--- src/rtl/wdog_pkg.sv ---
package wdog_pkg;
  localparam int CFG_ADDR = 0;
  localparam int SVC_ADDR = 1;
  localparam logic [7:0] KEY_ARM  = 8'h55;
  localparam logic [7:0] KEY_FIRE = 8'hAA;
  localparam int EN_BIT  = 0;
  localparam int PRE_BIT = 1;
  localparam int SEL_LO  = 2;

  typedef struct packed {
    logic       pre;
    logic [1:0] sel;
  } wd_timing_t;
endpackage

--- src/rtl/wdog_prescaler.sv ---
module wdog_prescaler #(
  parameter int PRE_LOG2 = 9
) (
  input  logic clk,
  input  logic rst,
  input  logic en,
  input  logic div_on,
  input  logic restart,
  output logic tick
);
  logic [PRE_LOG2-1:0] pcnt;

  assign tick = en & (~div_on | (&pcnt));

  always_ff @(posedge clk) begin
    if (rst || restart) pcnt <= '0;
    else if (en && div_on) pcnt <= pcnt + 1'b1;
  end
endmodule

--- src/rtl/wdog_svc_seq.sv ---
module wdog_svc_seq (
  input  logic       clk,
  input  logic       rst,
  input  logic       svc_wr,
  input  logic [7:0] data,
  output logic       svc_done
);
  import wdog_pkg::*;
  logic armed;

  assign svc_done = svc_wr & armed & (data == KEY_FIRE);

  always_ff @(posedge clk) begin
    if (rst) armed <= 1'b0;
    else if (svc_wr) armed <= (data == KEY_ARM);
  end
endmodule

--- src/rtl/wdog_period_cnt.sv ---
module wdog_period_cnt #(
  parameter int BASE_LOG2 = 9,
  parameter int STEP_LOG2 = 2
) (
  input  logic       clk,
  input  logic       rst,
  input  logic       tick,
  input  logic       restart,
  input  logic [1:0] sel,
  output logic       expire
);
  localparam int CNT_W = BASE_LOG2 + 3 * STEP_LOG2;

  logic [CNT_W-1:0] cnt;
  logic [CNT_W-1:0] last_val;
  logic [CNT_W:0]   span;

  always_comb begin
    span     = (CNT_W+1)'(1) << (BASE_LOG2 + STEP_LOG2 * int'(sel));
    last_val = CNT_W'(span - 1'b1);
  end

  assign expire = tick & (cnt == last_val);

  always_ff @(posedge clk) begin
    if (rst || restart || expire) cnt <= '0;
    else if (tick) cnt <= cnt + 1'b1;
  end
endmodule

--- src/rtl/wdog_svc_top.sv ---
module wdog_svc_top #(
  parameter int BASE_LOG2 = 9,
  parameter int STEP_LOG2 = 2,
  parameter int PRE_LOG2  = 9,
  parameter int ADDR_W    = 4
) (
  input  logic              clk,
  input  logic              rst,
  input  logic              strap_int_clk,
  input  logic              wr_en,
  input  logic [ADDR_W-1:0] wr_addr,
  input  logic [7:0]        wr_data,
  output logic              timeout_o
);
  import wdog_pkg::*;

  logic       en_q;
  wd_timing_t pend_q, live_q;
  logic       cfg_wr, svc_wr, svc_done, tick, expire, restart;

  assign cfg_wr  = wr_en & (wr_addr == ADDR_W'(CFG_ADDR));
  assign svc_wr  = wr_en & (wr_addr == ADDR_W'(SVC_ADDR));
  assign restart = svc_done | expire;

  always_ff @(posedge clk) begin
    if (rst) begin
      en_q   <= 1'b1;
      pend_q <= '{pre: ~strap_int_clk, sel: 2'd0};
      live_q <= '{pre: ~strap_int_clk, sel: 2'd0};
    end else begin
      if (cfg_wr) begin
        en_q       <= wr_data[EN_BIT];
        pend_q.pre <= wr_data[PRE_BIT];
        pend_q.sel <= wr_data[SEL_LO+1:SEL_LO];
      end
      if (svc_done) live_q <= pend_q;
    end
  end

  always_ff @(posedge clk) begin
    if (rst) timeout_o <= 1'b0;
    else     timeout_o <= expire & ~svc_done;
  end

  wdog_svc_seq u_seq (
    .clk(clk), .rst(rst), .svc_wr(svc_wr), .data(wr_data), .svc_done(svc_done)
  );

  wdog_prescaler #(.PRE_LOG2(PRE_LOG2)) u_pre (
    .clk(clk), .rst(rst), .en(en_q), .div_on(live_q.pre),
    .restart(restart), .tick(tick)
  );

  wdog_period_cnt #(.BASE_LOG2(BASE_LOG2), .STEP_LOG2(STEP_LOG2)) u_cnt (
    .clk(clk), .rst(rst), .tick(tick), .restart(svc_done),
    .sel(live_q.sel), .expire(expire)
  );
endmodule

--- config.mk ---
export PLATFORM = sky130hd
export DESIGN_NAME = wdog_svc_top
export DESIGN_NICKNAME = d
export VERILOG_FILES = /design/src/rtl/wdog_pkg.sv /design/src/rtl/wdog_prescaler.sv /design/src/rtl/wdog_svc_seq.sv /design/src/rtl/wdog_period_cnt.sv /design/src/rtl/wdog_svc_top.sv
export SDC_FILE = /design/constraint.sdc
export NUM_CORES = 1
export LEC_CHECK = 0
export BUFFER_PORTS_ARGS = -buffer_cell sky130_fd_sc_hd__buf_4
export CAP_MARGIN = 20
export CELL_PAD_IN_SITES_DETAIL_PLACEMENT = 1
export CELL_PAD_IN_SITES_GLOBAL_PLACEMENT = 1
export CORE_AREA = 2 2 73 75
export CTS_BUF_LIST = sky130_fd_sc_hd__clkbuf_2
export DETAILED_ROUTE_END_ITERATION = 7
export DIE_AREA = 0 0 75 77
export GPL_ROUTABILITY_DRIVEN = 0
export HOLD_SLACK_MARGIN = 0.1
export PLACE_DENSITY = 0.69
export SKIP_LAST_GASP = 1
export SYNTH_ARGS = -nofsm -noshare
export SYNTH_HDL_FRONTEND = slang
export SYNTH_HIERARCHICAL = 1
export SYNTH_SLANG_ARGS = --single-unit
--- constraint.sdc ---
create_clock -name clk -period 2.4 [get_ports clk]
set_clock_uncertainty 0.1 [all_clocks]
set_input_delay 0.12 -clock clk [delete_from_list [all_inputs] [get_ports clk]]
set_output_delay 0.12 -clock clk [all_outputs]
set_load 0.01 [all_outputs]
==> reports/metrics.cfg <==
[run_status]
status=completed

[worst_setup_path]
reg2reg_from=u_pre/pcnt[1]$_SDFFE_PP0P_
end_kind=flop
rr_worst_depth=12
ff2ff_setup_slack_ns=0.18
crit_required_ns=2.61
cp-startpoint=u_pre/pcnt[1]$_SDFFE_PP0P_
critical_path_class=flop to flop
critPathArrivalTime_ns=2.43
worstPathCellList=ha_4 > nand3_2 > nor2_1 > ha_2 > inv_1 > a21boi_2 > and4_4 > nand3_4 > a221oi_4 > or2_4 > or2_4 > a21oi_2
cp_slowest_cell=dfxtp_2
reg2reg_to=u_pre/pcnt[4]$_SDFFE_PP0P_
crit_path_start_kind=flop
slowest_delay_ns=0.41
crit_path_max_fanout=5
crit_top_cell=or2_4

[yosys]
syn_inst=180
yosysUniqueCellTypes=44
synthTopCellsByArea=dfxtp_1 38%, xor2_1 4.3%, nor2_1 3.9%
ys_ff_latch=33
syn_nets=199
syn_area_mm2=0.00162
synth.top_cell.area_share=0.382
syn_area_per_cell_um2=9.02
synthArstFlopShare=0
yosysWarningCount=6
yosysSeqAreaShare=0.419
yosysTopAreaCell=dfxtp_1
synth_enable_flop_cells=2
synth.most_common_cell=dfxtp_1
synth_top_flop_cell=dfxtp_1
synthTopCellsByCount=31 x dfxtp_1, 17 x nor2_1, 12 x nand2_1

[route]
wl_per_cell_um=13.6
drc=0
vias=1436
first_pass_iters=4
routed_via_density=4.95
drtIter0Drc=63
wirelength_um=3930
postRouteAntennaNets=0

[cells_and_area]
multiInputGateArea_um2=967
antenna_cells=0
register_area_um2=686
final_core_util=0.430
drive_above_1_share=0.259
nets=238
nFillCells=583
areaGrowthSynthToFinish_pct=31.9
postLayoutCellArea_mm2=0.00214
final_cells=290

[timing]
drv_slew=0
timing.hold.ws_ns=0.122
relSlewSlack=0.781
final-hold-violation-count=0
rsz0062_at_grt=true
tightest_slew_ns=0.325
finalCriticalPeriod_ns=2.22
max_freq_mhz=450
fin_crit_sh=0.926
fin_tns_setup_ns=0
setup_viol=0

[global_route]
grt_busiest_layer=met2
grt_max_degree=16
grtUsageTotal=0.151
overflow=0
grt_antenna_before_repair=0
met2_usage=0.230
gr-usage-met1=0.202
grt_pass1_wl_um=6770
grt_pass1_vias=1468
grt_use_met3=0.0394

[placed_design]
dp_cells=267
placed_area_mm2=0.00192
portBuffers=16
hpwl_um=2650

[clock_network]
htree_levels=2
cts_buffer_depth=2
cts_tree=built
numCtsBuffers=5
clock_sinks=33
clk_latency_ns=0.40
clk_pin_slew_ns=0.22
cts_root_buffer=clkbuf_2

[floorplan]
rows=26
initial_core_util=0.326
core-area_mm2=0.00498
die_width_um=75
fp.dieH_um=77
ioPinCount=17
dieArea_mm2=0.00578

[hold_path]
holdCritStartpoint=wr_addr[1]
whs_path_depth=4
whs_endpoint=u_seq/armed$_SDFFE_PP0P_
hp-class=input pin to flop

[pwr]
vdd_drop_max_mv=0.305
cellPowerDensity_mw_per_mm2=503
p_leak_uw=0.000778

[flow_run]
maxCapViolCount=0

-- critical path: cells and delay by family (launching register included) --
kind                       cells  cell delay [ns]
and+or+nand+nor                6             0.83
AOI/OAI and AO/OA              3             0.41
DFF                            1             0.41
adders and majority gates      2             0.32
buffers and inverters          1             0.04
-- layout by cell type, fill, tap and decap left out, types with 3 or more instances in the layout --
| master | synthesis | routed |
|---|---|---|
| nor3_1 | 11 | 11 |
| dfxtp_1 | 31 | 29 |
| or3_1 | 3 | 3 |
| buf_4 | 1 | 23 |
| o21ai_0 | 5 | 5 |
| or2_4 | 0 | 3 |
| clkbuf_2 | 0 | 5 |
| inv_1 | 7 | 7 |
| nand4_1 | 9 | 9 |
| nand2_1 | 12 | 12 |
| nor2_1 | 17 | 17 |
| xnor2_1 | 7 | 7 |
| nor4_1 | 3 | 3 |
| a21oi_2 | 0 | 6 |
| nand3_1 | 11 | 9 |
| dlygate4sd3_1 | 0 | 13 |
| mux2i_1 | 6 | 6 |
| xor2_1 | 8 | 8 |
-- routing by layer --
layer,vias to the layer above,share of wire
met2,15,0.48
met3,6,0.023
met5,-,0
li1,728,-
met4,0,0.018
met1,687,0.48
-- worst max-delay path by stage --
stage | to | depth (start not counted)
5_1_grt | u_cnt/cnt[11]$_SDFFE_PP0P_ | 10
2_1_floorplan | u_pre/pcnt[0]$_SDFFE_PP0P_ | 14
6_report | u_pre/pcnt[4]$_SDFFE_PP0P_ | 12
4_1_cts | u_pre/pcnt[4]$_SDFFE_PP0P_ | 12
3_5_place_dp | u_pre/pcnt[8]$_SDFFE_PP0P_ | 12
3_3_place_gp | u_pre/pcnt[8]$_SDFFE_PP0P_ | 12
-- final cells by class --
type / instances / area share
sequential: 33 / 0.320
tap: 70 / 0.0409
inverter: 7 / 0.0123
multi-input combinational: 136 / 0.452
clock buffer: 5 / 0.0117
timing repair buffer: 36 / 0.141
clock inverter: 3 / 0.0216
-- flip-flops by register name, summed over array words and instances, names as in the netlist --
signal / cells
pend_q: 3
timeout_o: 1
en_q: 1
u_cnt/cnt: 15
u_pre/pcnt: 9
u_seq/armed: 1
live_q: 3
-- per-stage QoR --
step	setup slack, ns	total power (µW)
after detailed placement	0.0688	680
after global routing	0.000430	1130
after floorplan	-0.0278	644
after global placement	0.147	677
final	0.177	1080
after CTS	0.0343	1090
-- cells by family after synthesis --
family,after synthesis,share of synthesized area
AO/OA/AOI/OAI,22,0.0964
XOR/XNOR,15,0.0810
adder cells (fa/ha/maj),3,0.0231
buffers and inverters,12,0.0308
flip-flops,33,0.419
multiplexers,6,0.0370
AND/OR/NAND/NOR,89,0.312
-- timing repair --
action,in CTS,in global routing
setup endpoints to repair,0,18
resized for setup,0,3
endpoints found under the hold margin,20,0
buffers inserted,0,1
hold buffers,13,0
-- report_power, final --
| group | switching, µW | leakage (µW) | internal (µW) |
|---|---|---|---|
| registers | 14.2 | 0.000271 | 568 |
| logic | 45.0 | 0.000468 | 55.1 |
| clock network | 216 | 0.0000392 | 177 |
| total | 275 | 0.000778 | 801 |
Power figures use the tool's default switching activity.
